[src/rtl/cmap_pkg.sv]
package cmap_pkg;

    localparam int LVL_N = 13;

    typedef enum logic [1:0] {
        MOD_BPSK  = 2'd0,
        MOD_QPSK  = 2'd1,
        MOD_QAM16 = 2'd2,
        MOD_QAM64 = 2'd3
    } mod_e;

    typedef enum logic [1:0] {
        ST_FETCH,
        ST_GATHER,
        ST_MAP
    } st_e;

    function automatic logic [2:0] bits_for(input mod_e m);
        unique case (m)
            MOD_BPSK:  return 3'd1;
            MOD_QPSK:  return 3'd2;
            MOD_QAM16: return 3'd4;
            default:   return 3'd6;
        endcase
    endfunction

    // first level-table entry owned by each constellation
    function automatic int unsigned lvl_base(input mod_e m);
        unique case (m)
            MOD_BPSK:  return 0;
            MOD_QPSK:  return 1;
            MOD_QAM16: return 3;
            default:   return 7;
        endcase
    endfunction

endpackage

[src/rtl/cmap_code_sel.sv]
module cmap_code_sel
    import cmap_pkg::*;
#(
    parameter int NUM_SC = 200,
    parameter int IDX_W  = $clog2(NUM_SC)
) (
    input  logic [NUM_SC*4-1:0] info_tbl,
    input  logic [IDX_W-1:0]    idx,
    output logic                active,
    output mod_e                mod
);
    logic [3:0] codes [NUM_SC];

    for (genvar j = 0; j < NUM_SC; j++) begin : g_code
        assign codes[j] = info_tbl[j*4 +: 4];
    end

    logic [3:0] code;
    assign code   = codes[idx];
    // bit 3 switches the subcarrier on; types 4..7 are reserved and treated as off
    assign active = code[3] & ~code[2];
    assign mod    = mod_e'(code[1:0]);

endmodule

[src/rtl/cmap_sym_map.sv]
module cmap_sym_map
    import cmap_pkg::*;
#(
    parameter int LW = 16
) (
    input  logic                 active,
    input  mod_e                 mod,
    input  logic [5:0]           bits,
    input  logic signed [LW-1:0] lv [LVL_N],
    output logic signed [LW-1:0] sym_i,
    output logic signed [LW-1:0] sym_q
);
    function automatic logic signed [LW-1:0] apply_sign(input logic neg,
                                                        input logic signed [LW-1:0] v);
        return neg ? -v : v;
    endfunction

    function automatic logic signed [LW-1:0] pick4(input logic [1:0] s,
                                                   input logic signed [LW-1:0] a,
                                                   input logic signed [LW-1:0] b,
                                                   input logic signed [LW-1:0] c);
        unique case (s)
            2'd0:    return '0;
            2'd1:    return a;
            2'd2:    return b;
            default: return c;
        endcase
    endfunction

    int unsigned base;

    always_comb begin
        base  = lvl_base(mod);
        sym_i = '0;
        sym_q = '0;
        unique case (mod)
            MOD_BPSK: begin
                sym_i = apply_sign(bits[0], lv[base]);
            end
            MOD_QPSK: begin
                sym_i = apply_sign(bits[0], lv[base]);
                sym_q = apply_sign(bits[1], lv[base+1]);
            end
            MOD_QAM16: begin
                sym_i = apply_sign(bits[0], bits[1] ? lv[base+1] : lv[base]);
                sym_q = apply_sign(bits[2], bits[3] ? lv[base+3] : lv[base+2]);
            end
            default: begin
                sym_i = apply_sign(bits[0], pick4(bits[2:1], lv[base], lv[base+1], lv[base+2]));
                sym_q = apply_sign(bits[3], pick4(bits[5:4], lv[base+3], lv[base+4], lv[base+5]));
            end
        endcase
        if (!active) begin
            sym_i = '0;
            sym_q = '0;
        end
    end

endmodule

[src/rtl/cmap_mapper.sv]
module cmap_mapper
    import cmap_pkg::*;
#(
    parameter int NUM_SC = 200,
    parameter int LW     = 16,
    localparam int IDX_W = $clog2(NUM_SC)
) (
    input  logic                    clk,
    input  logic                    rst_n,
    input  logic [NUM_SC*4-1:0]     info_tbl,
    input  logic [LVL_N*LW-1:0]     lvl_tbl,
    input  logic                    in_valid,
    input  logic                    in_bit,
    output logic                    in_ready,
    output logic                    out_valid,
    output logic signed [LW-1:0]    out_i,
    output logic signed [LW-1:0]    out_q,
    output logic [IDX_W-1:0]        out_sc
);
    localparam logic [IDX_W-1:0] LAST_SC = IDX_W'(NUM_SC - 1);

    st_e                  state, nxt;
    logic [IDX_W-1:0]     sc_cnt, cur_sc, s1_sc;
    logic                 cur_active, sel_active;
    mod_e                 cur_mod, sel_mod;
    logic [5:0]           bit_buf;
    logic [2:0]           bit_cnt, cur_nbits;
    logic                 s1_valid;
    logic signed [LW-1:0] s1_i, s1_q, map_i, map_q;
    logic signed [LW-1:0] lv [LVL_N];

    for (genvar k = 0; k < LVL_N; k++) begin : g_lvl
        assign lv[k] = lvl_tbl[k*LW +: LW];
    end

    cmap_code_sel #(.NUM_SC(NUM_SC), .IDX_W(IDX_W)) u_sel (
        .info_tbl (info_tbl),
        .idx      (sc_cnt),
        .active   (sel_active),
        .mod      (sel_mod)
    );

    cmap_sym_map #(.LW(LW)) u_map (
        .active (cur_active),
        .mod    (cur_mod),
        .bits   (bit_buf),
        .lv     (lv),
        .sym_i  (map_i),
        .sym_q  (map_q)
    );

    assign cur_nbits = bits_for(cur_mod);
    assign in_ready  = (state == ST_GATHER);

    always_comb begin
        nxt = state;
        unique case (state)
            ST_FETCH:  nxt = sel_active ? ST_GATHER : ST_MAP;
            ST_GATHER: nxt = (in_valid && bit_cnt == cur_nbits - 3'd1) ? ST_MAP : ST_GATHER;
            ST_MAP:    nxt = ST_FETCH;
            default:   nxt = ST_FETCH;
        endcase
    end

    always_ff @(posedge clk or negedge rst_n) begin
        if (!rst_n) state <= ST_FETCH;
        else        state <= nxt;
    end

    always_ff @(posedge clk or negedge rst_n) begin
        if (!rst_n) begin
            sc_cnt     <= '0;
            cur_sc     <= '0;
            cur_active <= 1'b0;
            cur_mod    <= MOD_BPSK;
            bit_buf    <= '0;
            bit_cnt    <= '0;
            s1_valid   <= 1'b0;
            s1_i       <= '0;
            s1_q       <= '0;
            s1_sc      <= '0;
            out_valid  <= 1'b0;
            out_i      <= '0;
            out_q      <= '0;
            out_sc     <= '0;
        end else begin
            unique case (state)
                ST_FETCH: begin
                    cur_active <= sel_active;
                    cur_mod    <= sel_mod;
                    cur_sc     <= sc_cnt;
                    sc_cnt     <= (sc_cnt == LAST_SC) ? '0 : sc_cnt + 1'b1;
                    bit_buf    <= '0;
                    bit_cnt    <= '0;
                end
                ST_GATHER: begin
                    if (in_valid) begin
                        bit_buf[bit_cnt] <= in_bit;
                        bit_cnt          <= bit_cnt + 3'd1;
                    end
                end
                default: ;
            endcase
            s1_valid <= (state == ST_MAP);
            if (state == ST_MAP) begin
                s1_i  <= map_i;
                s1_q  <= map_q;
                s1_sc <= cur_sc;
            end
            out_valid <= s1_valid;
            out_i     <= s1_i;
            out_q     <= s1_q;
            out_sc    <= s1_sc;
        end
    end

    // checker state: last emitted subcarrier index
    logic [IDX_W-1:0] chk_prev_sc;
    logic             chk_seen;
    always_ff @(posedge clk or negedge rst_n) begin
        if (!rst_n) begin
            chk_prev_sc <= '0;
            chk_seen    <= 1'b0;
        end else if (out_valid) begin
            chk_prev_sc <= out_sc;
            chk_seen    <= 1'b1;
        end
    end

    a_r9_single_pulse: assert property (@(posedge clk) disable iff (!rst_n)
        out_valid |=> !out_valid);

    a_r9_two_edge_latency: assert property (@(posedge clk) disable iff (!rst_n)
        out_valid |-> $past(state, 2) == ST_MAP);

    a_r7_no_ready_when_off: assert property (@(posedge clk) disable iff (!rst_n)
        in_ready |-> cur_active);

    a_r2_count_bound: assert property (@(posedge clk) disable iff (!rst_n)
        in_ready |-> bit_cnt < cur_nbits);

    a_r8_index_step: assert property (@(posedge clk) disable iff (!rst_n)
        (out_valid && chk_seen) |-> out_sc == ((chk_prev_sc == LAST_SC) ? '0 : chk_prev_sc + 1'b1));

endmodule

[config.mk]
export PLATFORM = sky130hd
export DESIGN_NAME = cmap_mapper
export DESIGN_NICKNAME = d
export VERILOG_FILES = /design/src/rtl/cmap_pkg.sv /design/src/rtl/cmap_code_sel.sv /design/src/rtl/cmap_sym_map.sv /design/src/rtl/cmap_mapper.sv
export SDC_FILE = /design/constraint.sdc
export NUM_CORES = 1
export LEC_CHECK = 0
export BUFFER_PORTS_ARGS = -buffer_cell sky130_fd_sc_hd__buf_2
export CAP_MARGIN = 20
export CORE_AREA = 5 5 408 410
export DETAILED_ROUTE_END_ITERATION = 8
export DIE_AREA = 0 0 413 415
export SLEW_MARGIN = 20
export SYNTH_ARGS = -nofsm -noshare
export SYNTH_HDL_FRONTEND = slang
export SYNTH_SLANG_ARGS = --single-unit
export TNS_END_PERCENT = 1
[constraint.sdc]
create_clock -name clk -period 6.8 [get_ports clk]
set_clock_uncertainty 0.1 [all_clocks]
set_input_delay 1.7 -clock clk [delete_from_list [all_inputs] [get_ports clk]]
set_output_delay 1.7 -clock clk [all_outputs]
set_load 0.05 [all_outputs]
* Yosys cells after proc, flatten, opt, wreduce, memory -nomap -nowiden *
Index checks and enable logic that the tools add are counted.

cells by class
  muxes and demuxes = 50
  equal/unequal tests = 11
  add/subtract/negate cells = 14
  bitwise gates (word level) = 9
  $lt $le $gt $ge = 9
  reductions and logical operators = 10

operator list
  kind                                                                                   number
  16-bit binary-select mux with 4-bit select                                             6
  16-bit two-way mux                                                                     24
  33-bit by 5-bit greater-or-equal comparator with 1-bit output (second input constant)  6
  32-bit inverter with 33-bit output                                                     5
  16-bit case mux with 3 select lines                                                    3
  16-bit negation                                                                        6
  3-bit inverter with 33-bit output                                                      1
  4-bit binary-select mux with 8-bit select                                              1
  16-bit case mux with 2 select lines                                                    1
  3-bit case mux with 3 select lines                                                     2
  6-bit case mux with 2 select lines                                                     1
  9-bit greater-or-equal comparator (second input constant)                              1
  8-bit inverter with 9-bit output                                                       1
  3-bit by 2-bit adder with 4-bit output (second input constant)                         2
  3-bit by 3-bit adder with 4-bit output (second input constant)                         2
  8-bit by 1-bit adder with 8-bit output (second input constant)                         1
  2-bit by 1-bit == test with 1-bit output (second input constant)                       4
  2-bit == test (second input constant)                                                  4
  8-bit == test (second input constant)                                                  1
  2-bit zero test                                                                        4
  4-bit two-way mux                                                                      2
  8-bit two-way mux                                                                      1
  6-bit bitwise mux                                                                      1
  6-bit two-way mux                                                                      1
  other kinds (20)                                                                       22

word-level totals
  output and inout bits = 42
  logic and storage cells = 118
  register bits after elaboration = 112

* Longest topological paths before layout *
Gate-level depths: netlist of run 1.

  word-level depth = 13
  mapped depth = 20
  gate-level depth less buffers = 15

* By module *
Synthesis of run 1 repeated with hierarchy kept, for this count alone.

unflattened totals
  cell total of the unflattened synthesis = 2409
  area total of the unflattened synthesis = 22331.4 um2

modules (own cells, without submodules)
  module         seq. area each (um2)  area each (um2)  times used  cells each
  cmap_sym_map   0.0                   12181.7          1           1508
  cmap_code_sel  0.0                   6169.7           1           624
  cmap_mapper    2802.7                3980.1           1           277

* Worst setup path after synthesis of run 1 *
No wires, ideal clock.

  kind = input to register
  start point = input lvl_tbl[176]
  end point = register s1_q[14]
  required time = 6.568 ns
  stages = 11
  slack = 2.006 ns
  arrival time = 4.562 ns
  cell sequence = mux4_2 > nor2b_1 > or4_4 > clkinv_4 > ha_1 > or4b_2 > nor3_1 > a21oi_1 > xnor2_1 > o31ai_1 > or3b_1

on the way
  longest elaborated chain between the ends = 9

ends and longest elaborated chain
  element                                                               line                                    source
  start, declared                                                       cmap_mapper.sv:11                       input logic [LVL_N*LW-1:0] lvl_tbl,
  16-bit binary-select mux with 4-bit select, on equally long branches  cmap_sym_map.sv:50, cmap_sym_map.sv:46
  16-bit two-way mux, on equally long branches (2 in a row)             cmap_sym_map.sv:50, cmap_sym_map.sv:46
  16-bit case mux with 3 select lines                                   cmap_sym_map.sv:22                      unique case (s)
  16-bit two-way mux                                                    cmap_sym_map.sv:36                      unique case (mod)
  16-bit negation                                                       cmap_sym_map.sv:15                      return neg ? -v : v;
  16-bit two-way mux                                                    cmap_sym_map.sv:15
  16-bit case mux with 3 select lines *                                 cmap_sym_map.sv:36
  16-bit two-way mux *                                                  cmap_sym_map.sv:53                      if (!active) begin
  end signal, assigned                                                  cmap_mapper.sv:107                      s1_q <= map_q;
  end, declared                                                         cmap_mapper.sv:29                       logic signed [LW-1:0] s1_i, s1_q, map_i, map_q;

Every way passes the cells marked *; elsewhere a longest branch is shown, timed or not. The select of a mux whose other input is x is not followed.
A chain may end at the register's enable or synchronous reset.

* Final worst setup path of run 1 *
  start point = register cur_mod[0]
  end point = register s1_q[14]

on the way
  longest elaborated chain between the ends = 13

ends and longest elaborated chain
  element                                                                                                  line                                    source
  start, declared                                                                                          cmap_mapper.sv:25                       mod_e cur_mod, sel_mod;
  start signal, assigned                                                                                   cmap_mapper.sv:90                       cur_mod <= sel_mod;
  2-bit == test, or another cell as far along                                                              --
  3-bit case mux with 3 select lines                                                                       cmap_pkg.sv:29                          unique case (m)
  3-bit by 3-bit adder with 4-bit output / 3-bit by 2-bit adder with 4-bit output (equally long branches)  cmap_sym_map.sv:50, cmap_sym_map.sv:46
  32-bit inverter with 33-bit output, on equally long branches                                             cmap_sym_map.sv:50, cmap_sym_map.sv:46
  16-bit binary-select mux with 4-bit select, on equally long branches                                     cmap_sym_map.sv:50, cmap_sym_map.sv:46
  16-bit two-way mux, on equally long branches (2 in a row)                                                cmap_sym_map.sv:50, cmap_sym_map.sv:46
  16-bit case mux with 3 select lines                                                                      cmap_sym_map.sv:22
  16-bit two-way mux                                                                                       cmap_sym_map.sv:36
  16-bit negation                                                                                          cmap_sym_map.sv:15
  16-bit two-way mux                                                                                       cmap_sym_map.sv:15
  16-bit case mux with 3 select lines *                                                                    cmap_sym_map.sv:36
  16-bit two-way mux *                                                                                     cmap_sym_map.sv:53

Marks and branches as above.

==> results of run 1 <==
power by group:
group	internal [mW]	switching (mW)	total [mW]
sequential	0.878	0.358	1.24
combinational	4.15	6.87	11.0
clock	0.305	0.291	0.596
how the worst max path moves through the flow:
stage / start / end / slack [ns] / cells after the start
detailed placement: lvl_tbl[176] / s1_q[14] / 1.51 / 12
global route: cur_mod[0] / s1_q[14] / 1.21 / 14
CTS: cur_mod[0] / s1_q[14] / 1.57 / 14
global placement: lvl_tbl[176] / s1_q[14] / 1.40 / 12
finish: cur_mod[0] / s1_q[14] / 1.50 / 14
floorplan: lvl_tbl[176] / s1_q[14] / 2.01 / 11
final cells by class:
type	instances	area, µm²
antenna	27	67.6
multi-input combinational	1819	16600
clock buffer	11	243
inverter	138	523
timing repair buffer	1126	5900
sequential	112	2820
tap	2175	2720
clock inverter	5	70.1
fill	18314	133000
synthesized netlist by cell type, drive strengths merged (12+ instances only):
| cell | count |
|---|---|
| mux2 | 43 |
| and2 | 16 |
| clkbuf | 91 |
| and3 | 19 |
| a31oi | 16 |
| a22o | 15 |
| o32ai | 101 |
| a221oi | 25 |
| nand2 | 279 |
| nor3 | 23 |
| xor2 | 29 |
| dfrtp | 112 |
| mux2i | 262 |
| o31ai | 24 |
| nand2b | 18 |
| ha | 15 |
| o221ai | 26 |
| nor2 | 93 |
| xnor2 | 44 |
| nand3 | 30 |
| buf | 118 |
| mux4 | 223 |
| nand4 | 12 |
| o211ai | 16 |
| inv | 134 |
| a211oi | 24 |
| o22ai | 39 |
| a22oi | 38 |
| a21oi | 80 |
| o21ai | 90 |
| nor4 | 13 |
worst register-to-register path, delay by kind of cell (launching register included):
kind	cells	cell delay (ns)
compound gates	5	1.61
fa+ha+maj	2	0.92
buf+inv	3	0.85
mux	1	0.56
flops	1	0.50
simple gates	2	0.42
xor+xnor	1	0.23
cell families (layout without fill, tap and decap cells):
kind of cell / Yosys count / in the layout / share of synthesized area (%)
buffers and inverters: 347 / 1280 / 7.80
AO/OA/AOI/OAI: 623 / 623 / 22.2
flip-flops: 112 / 112 / 13.4
XOR/XNOR: 73 / 73 / 3.06
multiplexers: 528 / 528 / 39.0
AND/OR/NAND/NOR: 580 / 580 / 13.7
adder cells (fa/ha/maj): 15 / 15 / 0.897
other: 0 / 27 / 0
sequential cells by signal, summed over array words and instances, names as in the netlist, 2 cells and up:
register / flops
s1_q: 16
out_sc: 8
s1_sc: 8
cur_mod: 2
bit_buf: 6
sc_cnt: 8
out_q: 16
bit_cnt: 3
s1_i: 16
state: 2
out_i: 16
cur_sc: 8
metal layers:
layer	vias up	track usage (%)	routed length (µm)
li1	10897	-	-
met1	12575	20.3	56800
met2	1918	31.0	79100
met3	295	3.19	13900
met4	4	6.26	7080
met5	-	0.848	27
stage by stage:
stage | power, mW | instances | utilization (%) | hold WS [ns] | setup WS, ns
after floorplan | 8.19 | 2278 | - | 0.231 | 2.01
after global routing | 13.5 | 5396 | 17.9 | 0.273 | 1.21
after global placement | 12.2 | 5369 | 17.6 | 0.246 | 1.40
after detailed placement | 12.2 | 5370 | 17.6 | 0.244 | 1.51
after CTS | 12.9 | 5386 | 17.8 | 0.262 | 1.57
final | 12.9 | 5413 | 17.9 | 0.259 | 1.50
==> flow_summary_export.csv, run 1 <==
group,metric,value,unit
cts,max-clock-path-buffers,2,
grt,antenna_found_initial,50,
floorplan,pin_count,1054,
synth,synth_flop_cell,"dfrtp_1",
synth,synthArstFlopShare,100,%
worst_setup_path,path_buf_inv,3,
timing,fmax,189,MHz
power,irDropWorstVdd,0.324,mV
worst_setup_path,cp_slowest_cell,"ha_4",
synth,yosysTopAreaCellShare,23.6,%
synth,synthCells,2278,
final_layout,nets,4233,
timing,worst_pin_slew,1.04,ns
run,max_cap_viol_count,0,
timing,finalHoldViolations,0,
final_layout,drive_above_1_share,46.2,%
cts,clk_latency,0.38,ns
place,portBuffers,1053,
cts,cts-root-buf,"clkbuf_16",
floorplan,initial_core_util,12.9,%
hold_path,holdPathEnd,"out_valid",
routing,drt-pass1-iter-count,6,
grt,grt_usage,17.3,%
routing,post-route-drc-count,0,
routing,wl,157,mm
timing,rsz0062_at_grt,"no",
routing,vias_per_cell,4.75,
timing,finalMaxSlewViolations,0,
final_layout,finalInstanceArea,29000,µm²
worst_setup_path,critical-path-top-delay-family,"compound AO/OA/AOI/OAI gates",
place,globalplace.congestion,1.02,
synth,synth_cell_types,108,
floorplan,die_height,415,µm
floorplan,fp.coreArea,162000,µm²
hold_path,hold_class,"flop to flop",
grt,grt_pass1_vias,25687,
cts,hold_buffers,0,
synth,synth_nets,3305,
timing,max-slew-margin-rel,28.7,%
synth,synth_area_leaders,"mux4_2, dfrtp_1, mux2i_1, nand2_1, o32ai_1",
worst_setup_path,crit_type,"flop to flop",
worst_setup_path,cp-end-kind,"flop",
routing,wl_per_cell,29.0,µm
worst_setup_path,start_kind,"flop",
cts,cts_setup_buffers,0,
timing,finalSetupViolCount,0,
synth,synth_edf_count,0,
cts,clock_sinks,112,
final_layout,layout_common_cells,"buf_2, nand2_1, mux2i_1",
worst_setup_path,reg2regPathDepth,14,
worst_setup_path,path_common_cell,"inv_1",
worst_setup_path,crit_chain,"inv_1 > ha_4 > buf_12 > mux2_2 > a221o_1 > a211o_1 > o21ai_0 > ha_1 > inv_1 > o41ai_2 > o211ai_1 > xnor2_1 > nor2_1 > or3b_1",
synth,ys_seq_elements,112,
cts,numCtsBuffers,9,
cts,path_clk_slew,0.08,ns
grt,overflow,0,
power,powerDensity,444,nW/µm²
worst_setup_path,rr_startpoint,"cur_mod[0]",
worst_setup_path,r2r_slack,1.50,ns
floorplan,rows,148,
cts,cts_resized,0,
routing,drtAntennaViolNets,0,
hold_path,hp-start,"s1_valid",
synth,syn_avg_cell_area,9.19,µm²
timing,fin_crit,5.30,ns
synth,ys_seq_area_share,13.4,%
cts,htreeDepth,3,
timing,setup_tns,0,ns
synth,syn_area,20900,µm²
synth,yosysTopAreaCell,"mux4_2",
worst_setup_path,arrival,5.45,ns
worst_setup_path,cp_max_fo,72,
place,dpl_cell_area,28600,µm²
floorplan,die-area,171000,µm²
worst_setup_path,required,6.95,ns
final_layout,layout_commonest_cell,"buf_2",
final_layout,areaGrowthSynthToFinish,38.5,%
status,outcome,"finished, final reports clean",
grt,grt_pass1_wl,211,mm
floorplan,die_w,413,µm
hold_path,hold_depth,0,
worst_setup_path,slowest_delay,0.67,ns
cts,cts_tree,"yes",
routing,drtIter0Drc,3334,
synth,yosys_warnings,0,
routing,vias,25689,
grt,grt_start_max_net_pins,88,
place,dpl.hpwl,134,mm
timing,fin_crit_sh,78.0,%
worst_setup_path,r2r-end,"s1_q[14]",
power,power_leakage,12.3,nW
Power figures use the tool's default switching activity.
==> run 2, diff against run 1 <==
ABC_AREA = 1   (was default)
CORE_AREA = 5 5 413 415   (was 5 5 408 410)
DIE_AREA = 0 0 418 420   (was 0 0 413 415)
clock period = 4.9 ns   (was 6.8 ns; I/O delays follow)
==> flow_summary_export.csv, run 2 <==
group,metric,value,unit
cts,cts-root-buf,"clkbuf_16",
synth,synth_area_leaders,"nand2_1, nand3_1, dfrtp_1, o21ai_0, nor2_1",
cts,cts_tree,"yes",
grt,gr-usage-met2,33.2,%
timing,fin_crit_sh,84.7,%
synth,synth_edf_count,0,
floorplan,die_w,418,µm
timing,rsz0062_at_grt,"no",
worst_setup_path,required,5.09,ns
worst_setup_path,cp_max_fo,83,
synth,ys_seq_area_share,13.0,%
cts,cts_setup_buffers,0,
synth,synthCells,4196,
synth,yosys_warnings,0,
cts,htreeDepth,3,
worst_setup_path,slowest_delay,0.45,ns
final_layout,fin_util,17.8,%
grt,grt_use_met3,3.28,%
routing,drtIter0Drc,4513,
floorplan,rows,150,
synth,synthTopCellsByCount,"nand2_1, nand3_1, nor2_1",
final_layout,drive_above_1_share,24.9,%
floorplan,die-area,176000,µm²
power,powerDensity,718,nW/µm²
synth,yosysTopAreaCellShare,21.0,%
worst_setup_path,cp-end-kind,"flop",
grt,grt_pass1_wl,236,mm
status,outcome,"finished, final reports clean",
hold_path,hold_depth,0,
timing,fin_crit,4.15,ns
routing,drt-pass1-iter-count,8,
worst_setup_path,crit_type,"flop to flop",
hold_path,hold_class,"flop to flop",
synth,synth_cell_types,51,
worst_setup_path,cp_slowest_cell,"dfrtp_1",
timing,setup_tns,0,ns
grt,top_usage_layer,"met2",
worst_setup_path,crit_chain,"inv_1 > ha_4 > inv_2 > buf_12 > nand2_1 > nand2_1 > nor2_1 > nor2_1 > nand3_1 > nand2_1 > nand2_1 > nand2_1 > nand2_1 > ha_1 > nand2_1 > nor2_1 > nand2_1 > nand2_2 > nand2_1 > nand2_1 > nand3_1 > nand3_1 > nand2_1",
synth,synth_flop_cell,"dfrtp_1",
synth,synthArstFlopShare,100,%
worst_setup_path,arrival,4.34,ns
routing,vias_per_cell,4.74,
timing,fmax,241,MHz
floorplan,initial_core_util,12.9,%
grt,antenna_found_initial,59,
synth,ys_seq_elements,112,
run,max_cap_viol_count,0,
synth,yosysTopAreaCell,"nand2_1",
worst_setup_path,reg2regPathDepth,23,
grt,grt_usage,18.6,%
cts,path_clk_slew,0.10,ns
cts,hold_buffers,0,
worst_setup_path,start_kind,"flop",
synth,syn_avg_cell_area,5.12,µm²
final_layout,nets,6074,
worst_setup_path,cp.depth,23,
synth,synth_nets,5223,
synth,syn_area,21500,µm²
floorplan,pin_count,1054,
timing,worst_pin_slew,1.07,ns
timing,finalSetupViolCount,0,
final_layout,areaGrowthSynthToFinish,37.8,%
grt,grt_start_max_net_pins,115,
floorplan,die_height,420,µm
place,dpl.hpwl,144,mm
timing,max-slew-margin-rel,28.6,%
worst_setup_path,path_common_cell,"nand2_1",
grt,overflow,0,
cts,numCtsBuffers,9,
worst_setup_path,critical-path-top-delay-family,"simple AND/OR/NAND/NOR gates",
final_layout,layout_commonest_cell,"nand2_1",
cts,clock_sinks,112,
power,irDropWorstVdd,0.371,mV
timing,finalHoldViolations,0,
final_layout,layout_common_cells,"nand2_1, buf_2, nand3_1",
cts,max-clock-path-buffers,2,
floorplan,fp.coreArea,166000,µm²
routing,wl,175,mm
cts,cts_resized,0,
place,globalplace.congestion,1.03,
power,power_leakage,14.5,nW
routing,wl_per_cell,23.9,µm
timing,finalMaxSlewViolations,0,
routing,vias,34588,
routing,drtAntennaViolNets,0,
worst_setup_path,path_buf_inv,3,
routing,post-route-drc-count,0,
place,portBuffers,1053,
synth,synth_most_common_cell,"nand2_1",
cts,clk_latency,0.40,ns
grt,grt_pass1_vias,31818,
grt,met1_usage,20.9,%
## run 2: cell count changes in the layout (fill, tap and decap cells not counted), moves of 38 or more
| cell | before | now |
|---|---|---|
| mux2i_1 | 259 | 1 |
| nand2_1 | 278 | 1200 |
| a22oi_1 | 38 | 0 |
| o22ai_1 | 39 | 154 |
| mux4_2 | 219 | 0 |
| mux2_2 | 43 | 0 |
| nand3_1 | 29 | 667 |
| o21ai_0 | 85 | 540 |
| nor2_1 | 89 | 607 |
| xnor2_1 | 44 | 1 |
| o32ai_1 | 96 | 1 |
## run 2: final timing paths
check                                start         end  slack (ns)
worst max-delay path            cur_mod[0]    s1_q[12]        0.75
worst min-delay path              s1_valid   out_valid        0.26
worst max register to register  cur_mod[0]    s1_q[12]        0.75
worst min register to register    s1_valid   out_valid        0.26
max in group asynchronous            rst_n  bit_buf[3]        2.95
min in group asynchronous            rst_n   out_sc[2]        0.87
## run 2: area by class of cell
cell class	instances	area [µm²]
fillers	19911	137000
repair buffers	1172	6390
flip-flops and latches	112	2820
clock inverters	6	83.8
diodes	40	100
well taps	2204	2760
inverters	195	747
clock buffers	10	229
multi-input cells	3557	16500
## run 2: layer usage
| layer | wire [µm] | vias up | share of wire (%) |
|---|---|---|---|
| li1 | - | 15972 | - |
| met1 | 61400 | 15915 | 35 |
| met2 | 86400 | 2243 | 49 |
| met3 | 15200 | 442 | 8.7 |
| met4 | 11500 | 16 | 6.6 |
| met5 | 102 | - | 0.058 |
## run 2: stage by stage
step / worst slack, ns / std cells / cell area, µm² / power [mW] / hold WS (ns)
2_1_floorplan: 1.90 / 4196 / 21500 / 12.9 / 0.231
3_3_place_gp: 0.903 / 7240 / 29200 / 20.3 / 0.235
3_5_place_dp: 0.930 / 7240 / 29200 / 20.2 / 0.237
4_1_cts: 0.926 / 7256 / 29500 / 21.1 / 0.257
5_1_grt: 0.566 / 7286 / 29600 / 22.8 / 0.260
6_report: 0.752 / 7296 / 29600 / 21.3 / 0.256
## run 2: logic make-up (layout without fill, tap and decap cells)
| family | after synthesis | after routing | synth area share [%] |
|---|---|---|---|
| other cells | 0 | 40 | 0 |
| mux | 1 | 1 | 0.0466 |
| buf+inv | 527 | 1383 | 10.4 |
| simple gates | 2566 | 2566 | 49.8 |
| fa+ha+maj | 15 | 15 | 0.873 |
| xor+xnor | 5 | 5 | 0.204 |
| compound gates | 970 | 970 | 25.6 |
| flops | 112 | 112 | 13.0 |
## run 2: report_power, final
group,internal [mW],switching (mW),leakage [nW]
sequential,1.28,0.403,1.49
clock,0.412,0.421,0.153
combinational,5.10,13.7,12.9
## run 2: worst register-to-register path, cell delays in order, from the launching register on
cell     delay (ns)
dfrtp_1        0.45
inv_1          0.28
ha_4           0.45
inv_2          0.11
buf_12         0.20
nand2_1        0.28
nand2_1        0.18
nor2_1         0.35
nor2_1         0.10
nand3_1        0.11
nand2_1        0.09
nand2_1        0.08
nand2_1        0.05
nand2_1        0.18
ha_1           0.20
nand2_1        0.10
nor2_1         0.10
nand2_1        0.08
nand2_2        0.15
nand2_1        0.07
nand2_1        0.06
nand3_1        0.06
nand3_1        0.15
nand2_1        0.09
